==> src/rtl/ssp_pkg.sv <==
package ssp_pkg;

    localparam int DATA_W = 8;
    localparam int CNT_W  = $clog2(DATA_W);
    localparam int SEL_W  = 3;
    localparam int HALF_W = 8;

    typedef enum logic {
        ADDR_CTRL = 1'b0,
        ADDR_DATA = 1'b1
    } ssp_addr_e;

    typedef struct packed {
        logic             int_clk;
        logic             spare;
        logic             msb_first;
        logic             sd_drive;
        logic [SEL_W-1:0] div_sel;
    } ssp_ctrl_t;

    function automatic logic [HALF_W-1:0] half_period(input logic [SEL_W-1:0] sel);
        logic [HALF_W-1:0] h;
        case (sel)
            3'b000:          h = HALF_W'(4);
            3'b001:          h = HALF_W'(8);
            3'b010:          h = HALF_W'(16);
            3'b011:          h = HALF_W'(32);
            3'b100, 3'b110:  h = HALF_W'(64);
            default:         h = HALF_W'(128);
        endcase
        return h;
    endfunction

    function automatic logic [DATA_W-1:0] shift_step(input logic [DATA_W-1:0] sr,
                                                     input logic din,
                                                     input logic msb);
        return msb ? {sr[DATA_W-2:0], din} : {din, sr[DATA_W-1:1]};
    endfunction

    function automatic logic lead_bit(input logic [DATA_W-1:0] sr, input logic msb);
        return msb ? sr[DATA_W-1] : sr[0];
    endfunction

endpackage

==> src/rtl/ssp_clkgen.sv <==
module ssp_clkgen
    import ssp_pkg::*;
#(
    parameter int SYNC_STAGES = 2
) (
    input  logic             clk,
    input  logic             rst,
    input  logic             int_mode,
    input  logic [SEL_W-1:0] div_sel,
    input  logic             busy,
    input  logic             start,
    input  logic             sck_pin_in,
    input  logic             sd_pin_in,
    output logic             sck_line,
    output logic             rise,
    output logic             fall,
    output logic             sd_sample
);
    localparam int HIST = SYNC_STAGES;

    logic [HALF_W-1:0] cnt_q;
    logic              sck_q;
    logic [HALF_W-1:0] half;
    logic              tick;
    logic [HIST:0]     sck_sync_q;
    logic [SYNC_STAGES-1:0] sd_sync_q;
    logic              ext_rise, ext_fall;

    assign half = half_period(div_sel);
    assign tick = int_mode && busy && !start && (cnt_q == half - 1'b1);

    always_ff @(posedge clk) begin
        if (rst || !busy || start || !int_mode) begin
            cnt_q <= '0;
            sck_q <= 1'b1;
        end else if (tick) begin
            cnt_q <= '0;
            sck_q <= ~sck_q;
        end else begin
            cnt_q <= cnt_q + 1'b1;
        end
    end

    generate
        if (SYNC_STAGES > 1) begin : g_multi
            always_ff @(posedge clk) begin
                if (rst) begin
                    sck_sync_q <= '1;
                    sd_sync_q  <= '0;
                end else begin
                    sck_sync_q <= {sck_sync_q[HIST-1:0], sck_pin_in};
                    sd_sync_q  <= {sd_sync_q[SYNC_STAGES-2:0], sd_pin_in};
                end
            end
        end else begin : g_single
            always_ff @(posedge clk) begin
                if (rst) begin
                    sck_sync_q <= '1;
                    sd_sync_q  <= '0;
                end else begin
                    sck_sync_q <= {sck_sync_q[HIST-1:0], sck_pin_in};
                    sd_sync_q  <= sd_pin_in;
                end
            end
        end
    endgenerate

    assign ext_rise  = sck_sync_q[HIST-1] && !sck_sync_q[HIST];
    assign ext_fall  = !sck_sync_q[HIST-1] && sck_sync_q[HIST];

    assign rise      = int_mode ? (tick && !sck_q) : (busy && !start && ext_rise);
    assign fall      = int_mode ? (tick && sck_q)  : (busy && !start && ext_fall);
    assign sd_sample = int_mode ? sd_pin_in : sd_sync_q[SYNC_STAGES-1];
    assign sck_line  = sck_q;

endmodule

==> src/rtl/ssp_shifter.sv <==
module ssp_shifter
    import ssp_pkg::*;
(
    input  logic              clk,
    input  logic              rst,
    input  logic              start,
    input  logic [DATA_W-1:0] load_data,
    input  logic              msb_first,
    input  logic              rise,
    input  logic              fall,
    input  logic              sd_sample,
    output logic [DATA_W-1:0] shreg,
    output logic              sd_bit,
    output logic              busy,
    output logic              done
);
    localparam logic [CNT_W-1:0] LAST = CNT_W'(DATA_W - 1);

    logic [DATA_W-1:0] sr_q;
    logic [CNT_W-1:0]  bit_q;
    logic              busy_q;
    logic              out_q;

    assign done = busy_q && !start && rise && (bit_q == LAST);

    always_ff @(posedge clk) begin
        if (rst) begin
            sr_q   <= '0;
            bit_q  <= '0;
            busy_q <= 1'b0;
            out_q  <= 1'b0;
        end else if (start) begin
            sr_q   <= load_data;
            bit_q  <= '0;
            busy_q <= 1'b1;
            out_q  <= lead_bit(load_data, msb_first);
        end else if (busy_q) begin
            if (rise) begin
                sr_q  <= shift_step(sr_q, sd_sample, msb_first);
                bit_q <= bit_q + 1'b1;
                if (bit_q == LAST) begin
                    busy_q <= 1'b0;
                end
            end else if (fall) begin
                out_q <= lead_bit(sr_q, msb_first);
            end
        end
    end

    assign shreg  = sr_q;
    assign sd_bit = out_q;
    assign busy   = busy_q;

endmodule

==> src/rtl/ssp_regs.sv <==
module ssp_regs
    import ssp_pkg::*;
(
    input  logic              clk,
    input  logic              rst,
    input  logic              bus_sel,
    input  logic              bus_wr,
    input  logic              bus_addr,
    input  logic [DATA_W-1:0] bus_wdata,
    input  logic [DATA_W-1:0] shreg,
    input  logic              done,
    output logic [DATA_W-1:0] bus_rdata,
    output ssp_ctrl_t         ctrl,
    output logic              start,
    output logic              flag,
    output logic              irq
);
    ssp_ctrl_t ctrl_q;
    logic      flag_q;
    logic      irq_q;
    logic      ctrl_wr;
    logic      data_wr;
    logic      unused_wbits;

    assign ctrl_wr      = bus_sel && bus_wr && (ssp_addr_e'(bus_addr) == ADDR_CTRL);
    assign data_wr      = bus_sel && bus_wr && (ssp_addr_e'(bus_addr) == ADDR_DATA);
    assign unused_wbits = ^{bus_wdata[7], bus_wdata[5]};

    always_ff @(posedge clk) begin
        if (rst) begin
            ctrl_q <= '0;
        end else if (ctrl_wr) begin
            ctrl_q.int_clk   <= bus_wdata[6];
            ctrl_q.spare     <= 1'b0;
            ctrl_q.msb_first <= bus_wdata[4];
            ctrl_q.sd_drive  <= bus_wdata[3];
            ctrl_q.div_sel   <= bus_wdata[2:0];
        end
    end

    always_ff @(posedge clk) begin
        if (rst) begin
            flag_q <= 1'b0;
            irq_q  <= 1'b0;
        end else begin
            irq_q <= done && !data_wr;
            if (data_wr) begin
                flag_q <= 1'b0;
            end else if (done) begin
                flag_q <= 1'b1;
            end
        end
    end

    always_comb begin
        if (ssp_addr_e'(bus_addr) == ADDR_CTRL) begin
            bus_rdata = {flag_q, ctrl_q};
        end else begin
            bus_rdata = shreg;
        end
    end

    assign ctrl  = ctrl_q;
    assign start = data_wr;
    assign flag  = flag_q;
    assign irq   = irq_q;

endmodule

==> src/rtl/sync_serial_port.sv <==
module sync_serial_port
    import ssp_pkg::*;
#(
    parameter int SYNC_STAGES = 2
) (
    input  logic              clk,
    input  logic              rst,
    input  logic              bus_sel,
    input  logic              bus_wr,
    input  logic              bus_addr,
    input  logic [DATA_W-1:0] bus_wdata,
    output logic [DATA_W-1:0] bus_rdata,
    input  logic              sck_in,
    output logic              sck_out,
    output logic              sck_oe,
    input  logic              sd_in,
    output logic              sd_out,
    output logic              sd_oe,
    output logic              irq
);
    ssp_ctrl_t         ctrl;
    logic              start;
    logic              flag_q;
    logic              busy;
    logic              done;
    logic              rise, fall;
    logic              sd_sample;
    logic              sck_line;
    logic              sd_bit;
    logic [DATA_W-1:0] shreg;

    ssp_regs u_regs (
        .clk       (clk),
        .rst       (rst),
        .bus_sel   (bus_sel),
        .bus_wr    (bus_wr),
        .bus_addr  (bus_addr),
        .bus_wdata (bus_wdata),
        .shreg     (shreg),
        .done      (done),
        .bus_rdata (bus_rdata),
        .ctrl      (ctrl),
        .start     (start),
        .flag      (flag_q),
        .irq       (irq)
    );

    ssp_clkgen #(.SYNC_STAGES(SYNC_STAGES)) u_clk (
        .clk        (clk),
        .rst        (rst),
        .int_mode   (ctrl.int_clk),
        .div_sel    (ctrl.div_sel),
        .busy       (busy),
        .start      (start),
        .sck_pin_in (sck_in),
        .sd_pin_in  (sd_in),
        .sck_line   (sck_line),
        .rise       (rise),
        .fall       (fall),
        .sd_sample  (sd_sample)
    );

    ssp_shifter u_shift (
        .clk       (clk),
        .rst       (rst),
        .start     (start),
        .load_data (bus_wdata),
        .msb_first (ctrl.msb_first),
        .rise      (rise),
        .fall      (fall),
        .sd_sample (sd_sample),
        .shreg     (shreg),
        .sd_bit    (sd_bit),
        .busy      (busy),
        .done      (done)
    );

    assign sck_out = ctrl.int_clk ? sck_line : 1'b1;
    assign sck_oe  = ctrl.int_clk;
    assign sd_out  = sd_bit;
    assign sd_oe   = ctrl.sd_drive;

endmodule

==> config.mk <==
export PLATFORM = sky130hd
export DESIGN_NAME = sync_serial_port
export DESIGN_NICKNAME = d
export VERILOG_FILES = /design/src/rtl/ssp_pkg.sv /design/src/rtl/ssp_clkgen.sv /design/src/rtl/ssp_shifter.sv /design/src/rtl/ssp_regs.sv /design/src/rtl/sync_serial_port.sv
export SDC_FILE = /design/constraint.sdc
export NUM_CORES = 1
export LEC_CHECK = 0
export CORE_MARGIN = 2
export CORE_UTILIZATION = 48
export DETAILED_ROUTE_END_ITERATION = 10
export GPL_ROUTABILITY_DRIVEN = 0
export PLACE_DENSITY = 0.86
export SLEW_MARGIN = 20
export SYNTH_ARGS = -nofsm -noshare
export SYNTH_HDL_FRONTEND = slang
export SYNTH_SLANG_ARGS = --single-unit
==> constraint.sdc <==
create_clock -name clk -period 2.8 [get_ports clk]
set_clock_uncertainty 0.15 [all_clocks]
set_input_delay 0.84 -clock clk [delete_from_list [all_inputs] [get_ports clk]]
set_output_delay 0.84 -clock clk [all_outputs]
set_load 0.01 [all_outputs]
==> results.cfg, run 1 <==
[run_status]
outcome = complete, no violations

[sta]
hold_viol_final = 0
setup_violations = 0
tightest_slew_ps = 655
min_period_ps = 2790
final_max_slew_viol_count = 0
rsz0062_at_grt = yes
totalNegativeSetupSlack_ps = 0
maxSlewHeadroom = 0.560
finalWorstSetupSlack_ps = 8.34
post-route-period-util = 0.997
fmax_mhz = 358

[drt]
wl_met3_um = 148
wirelength_met1_um = 1790
drtAntennaViolNets = 0
highest-signal-layer = met4
viasPerCell = 5.50
wl_met2_um = 2310
wirelength_um = 4330
wl_per_cell_um = 15.4
drtIter0Drc = 69
firstDrtPassIters = 4
vias = 1545
drc_errors = 0

[clock_tree]
clockBufferDepth = 2
clock_latency_ps = 300
clock_sinks = 35
cts-root-buf = clkbuf_8
numCtsBuffers = 5
cts_tree = done
htree_num_levels = 2
clk_pin_slew_ps = 70

[critical_path]
cp-end-kind = flop
crit_fanout = 10
critPathKind = flop to flop
critPathLaunchType = flop
worst_ep_arrival_time_ps = 2820
reg2reg_depth = 8
worstPathRequired_ps = 2830

[grt]
grt_max_degree = 27
antenna_found_initial = 0
overflow = 0
grt_pass1_vias = 1606
grt_pass1_wl_um = 7330
track_usage = 0.229

[synth]
synthDistinctLibCells = 38
synth.top_cells.by_count = dfxtp_1 (35), nor2_1 (27), mux2_2 (14)
ys_async_sr_fraction = 0
synth_edf_count = 0
avgSynthCellArea_um2 = 9.36
syn-cell-area_um2 = 1800
syn_nets = 211
postSynthCellCount = 192
yosys_warnings = 0
synth_most_common_cell = dfxtp_1
synth_top_area_cell = dfxtp_1
synthTopCellsByArea = dfxtp_1 (39%), mux2_2 (8.8%), nor2_1 (5.6%)
synth_seq_area_share = 0.390
synth_top_area_frac = 0.390
ys_ff_latch = 35
synthFlopType = dfxtp_1

[power_and_ir_drop]
leakagePower_nw = 0.969
p_per_area_nw_per_um2 = 453
vdd_ir_drop_max_uv = 390

[flow_run]
maxCapViolCount = 0

[die]
start_util = 0.495
die_height_um = 65.2
io_pins = 28
core_um2 = 3630
die_x_um = 65.2
fp-row-count = 22
dieArea_um2 = 4250

[placed_design]
pre_cts_ws_ps = -500
place_hpwl_um = 2910
placedCellCount = 271
place_area_um2 = 2210
portBuffers = 27

[cells_and_area]
final_core_util = 0.652
nets = 251
areaGrowthSynthToFinish_pct = 31.7
instances_no_fill = 281
drive_gt1_frac = 0.249
final_area_um2 = 2370
diodes = 0

[min_path]
hold_depth = 1
min_path_type = flop to flop
## worst max-delay path, stage by stage, from the launching register on
cell and delay, ps:
dfxtp_2 320, or3_4 380, ha_4 220, xnor2_1 120
or4_4 490, a2111o_1 400, o21ba_4 310, o211ai_1 190
a21oi_1 80
## cells by family after synthesis
logic type,count (synthesis),share of synthesized area
muxes,25,0.156
adders and majority gates,4,0.0278
and+or+nand+nor,70,0.194
DFF,35,0.390
xor gates and xnor gates,12,0.0585
buffers and inverters,13,0.0313
AOI/OAI and AO/OA,33,0.143
## per-layer routing
| layer | vias to the layer above | global-route usage |
|---|---|---|
| met3 | 10 | 0.0462 |
| met1 | 746 | 0.252 |
| met2 | 33 | 0.411 |
| li1 | 756 | - |
| met5 | - | 0 |
| met4 | 0 | 0.122 |
## layout make-up
| type | instances | area [um^2] |
|---|---|---|
| multi-input combinational | 144 | 1070 |
| tap | 48 | 60.1 |
| fill | 306 | 1270 |
| clock buffer | 8 | 100 |
| inverter | 2 | 7.51 |
| timing repair buffer | 44 | 427 |
| sequential | 35 | 703 |
## state kept, by name, indices dropped and copies added (netlist names)
| name | flops |
|---|---|
| u_regs.ctrl | 6 |
| u_regs.flag | 1 |
| u_clk.sck_sync_q | 3 |
| u_shift.sd_bit | 1 |
| u_clk.cnt_q | 8 |
| u_regs.irq | 1 |
| u_clk.sd_sync_q | 2 |
| u_shift.shreg | 8 |
| u_shift.bit_q | 3 |
| u_shift.busy | 1 |
| u_clk.sck_line | 1 |
## what timing repair did
item,in CTS,in global routing
setup endpoints to repair,18,14
gates resized for setup,21,4
hold endpoints to repair,0,0
setup buffers,1,0
hold buffers,0,0
pin swaps,4,4
gates cloned,1,0
## layout by cell type (no fill, tap or decap), types with 2 or more instances in the layout
master	n
nor4_1	2
o211ai_1	6
clkbuf_8	7
mux2i_1	10
xnor2_1	8
dfxtp_2	2
nor2b_1	3
nand2_1	10
and4bb_2	2
mux2_2	14
dfxtp_1	33
and3_1	3
clkdlybuf4s15_1	2
or2_2	3
nor2_1	26
buf_4	14
dlygate4sd2_1	6
inv_1	2
nor3_1	6
ha_1	3
o21ai_1	4
a21oi_1	9
nand2_2	2
xor2_1	4
clkdlybuf4s50_1	18
o21ai_0	4
nand2b_1	2
and2_1	2
nand3_1	4
a21o_1	2
## report_power, final
part | total [mW] | switching [mW] | internal, mW
clock | 0.405 | 0.181 | 0.224
sequential | 0.520 | 0.00982 | 0.510
combinational | 0.147 | 0.0661 | 0.0807
total | 1.07 | 0.257 | 0.815
## path summary, 6_finish.rpt
check | startpoint | slack, ps | endpoint
worst max-delay path | u_regs.ctrl[1] | 8 | u_shift.shreg[3]
worst min-delay path | u_clk.sck_sync_q[0] | 260 | u_clk.sck_sync_q[1]
worst max register to register | u_regs.ctrl[1] | 8 | u_shift.shreg[3]
worst min register to register | u_clk.sck_sync_q[0] | 260 | u_clk.sck_sync_q[1]
## stage by stage
step	total power [mW]	hold WS, ps
2_1_floorplan	0.604	239
3_3_place_gp	0.661	245
3_5_place_dp	0.666	246
4_1_cts	1.07	260
5_1_grt	1.10	298
6_report	1.07	259
No activity file was read; power rests on OpenSTA's default activity.
==> run 2: changes to the inputs <==
Settings changed: ABC_AREA from default to 1, GPL_ROUTABILITY_DRIVEN 0 to default, SYNTH_HIERARCHICAL from default to 1.
==> run 2 against run 1 <==
Largest cell class unchanged; worst hold slack worse by 6.0 ps; first-iteration DRC count is 64% higher; power decreased by 6.9%; design area is 0.11% lower; clock power fell by 15%; die area up 5.6%; sequential power hardly changed; synthesized cell count is 51% higher; synthesized area up 5.9%; setup slack gained 120 ps; final cell count up 36%; combinational power down 9.5%.
==> results.cfg, run 2 <==
[min_path]
min_path_type = flop to flop

[power_and_ir_drop]
post-layout-total-power_mw = 0.998
vdd_ir_drop_max_uv = 265
p_per_area_nw_per_um2 = 422
leakagePower_nw = 1.14

[clock_tree]
htree_num_levels = 2
ctsHoldBuffers = 0
cts-root-buf = clkbuf_8
post_cts_buffers = 0
clock_latency_ps = 290
cts_resized = 15
numCtsBuffers = 5
cts_tree = done
clk_pin_slew_ps = 60
clockBufferDepth = 2
clock_sinks = 35

[placed_design]
placedCellCount = 372
gp_congestion = 0.797
place_hpwl_um = 3190
portBuffers = 27
pre_cts_ws_ps = -420
place_area_um2 = 2280

[drt]
drtAntennaViolNets = 0
viasPerCell = 4.90
drtIter0Drc = 113
wl_per_cell_um = 11.4
wirelength_um = 4340
drc_errors = 0
vias = 1865
firstDrtPassIters = 4

[critical_path]
cp_slowest_cell = dlygate4sd2_1
critPathKind = input port to primary output
crit_fanout = 5
worst_ep_arrival_time_ps = 1680
path_buf_inv = 3
path_common_cell = dlygate4sd2_1
worstPathRequired_ps = 1810
cp-end-kind = primary output
slowest_delay_ps = 280
crit_chain = dlygate4sd2_1 -> buf_2 -> o21ai_0 -> dlygate4sd2_1
critPathTopFamily = buffers and inverters
critPathLaunchType = input port

[sta]
final_max_slew_viol_count = 0
hold_viol_final = 0
fmax_mhz = 374
post-route-period-util = 0.954
totalNegativeSetupSlack_ps = 0
finalWorstSetupSlack_ps = 129
setup_violations = 0
min_period_ps = 2670
maxSlewHeadroom = 0.668
tightest_slew_ps = 496
rsz0062_at_grt = no

[cells_and_area]
nets = 351
instances_no_fill = 381
multi_input_comb_area_um2 = 1010
areaGrowthSynthToFinish_pct = 24.2
final_cell_mix = nand2_1 (92), nor2_1 (43), dfxtp_1 (35)
final_common_cell = nand2_1
final_area_um2 = 2360
diodes = 0
drive_gt1_frac = 0.135
seq_area_um2 = 701
fillCellCount = 364

[grt]
overflow = 0
grt_pass1_vias = 1693
antenna_found_initial = 0
grt_max_degree = 15
grt_pass1_wl_um = 7170
track_usage = 0.217

[run_status]
outcome = complete, no violations

[die]
die_height_um = 67.0
fp-row-count = 22
dieArea_um2 = 4490
die_x_um = 67.0
core_um2 = 3740
io_pins = 28
start_util = 0.509

[synth]
yosys_warnings = 6
syn_nets = 309
postSynthCellCount = 290
avgSynthCellArea_um2 = 6.57
syn-cell-area_um2 = 1900

[flow_run]
maxCapViolCount = 0
==> run 2: worst reg2reg max path: stages (launching register included) <==
cell	delay (ps)
dfxtp_1	460
inv_2	90
nand3_2	80
ha_1	160
inv_1	40
nand2_1	50
nand2_1	70
nand2_1	60
nand2_1	60
nor2_2	160
nand3_1	120
nand2_1	160
nand3_2	180
nor2_1	180
o21ai_0	90
nor2_1	100
==> run 2: area by class of cell <==
class | count | area share
clock inverters | 1 | 0.00212
flip-flops and latches | 35 | 0.296
clock buffers | 7 | 0.0323
repair buffers | 41 | 0.156
inverters | 38 | 0.0603
well taps | 48 | 0.0254
multi-input cells | 211 | 0.428
==> run 2: metal layers <==
metal | vias up | share of wire | track usage
li1 | 978 | - | -
met1 | 840 | 0.48 | 0.270
met2 | 40 | 0.46 | 0.346
met3 | 7 | 0.045 | 0.0557
met4 | 0 | 0.017 | 0.102
met5 | - | 0 | 0
==> run 2: worst paths after layout <==
check	start	to	slack, ps	cells past startpoint
setup / recovery	bus_addr	bus_rdata[3]	130	4
hold / removal	u_clk/sd_sync_q[0]	u_clk/sd_sync_q[1]	250	2
setup reg to reg	u_regs/ctrl[2]	u_regs/flag	530	15
hold reg to reg	u_clk/sd_sync_q[0]	u_clk/sd_sync_q[1]	250	2
==> run 2: power by group <==
group / internal (mW) / switching, mW
Combinational: 0.0605 / 0.0723
Clock: 0.174 / 0.171
Sequential: 0.510 / 0.0108
Total: 0.745 / 0.254
==> run 2: per-stage QoR <==
stage / hold slack (ps) / utilization
after floorplan: 238 / -
after global placement: 239 / 0.610
after detailed placement: 244 / 0.610
after CTS: 255 / 0.632
after global routing: 276 / 0.632
final: 253 / 0.632
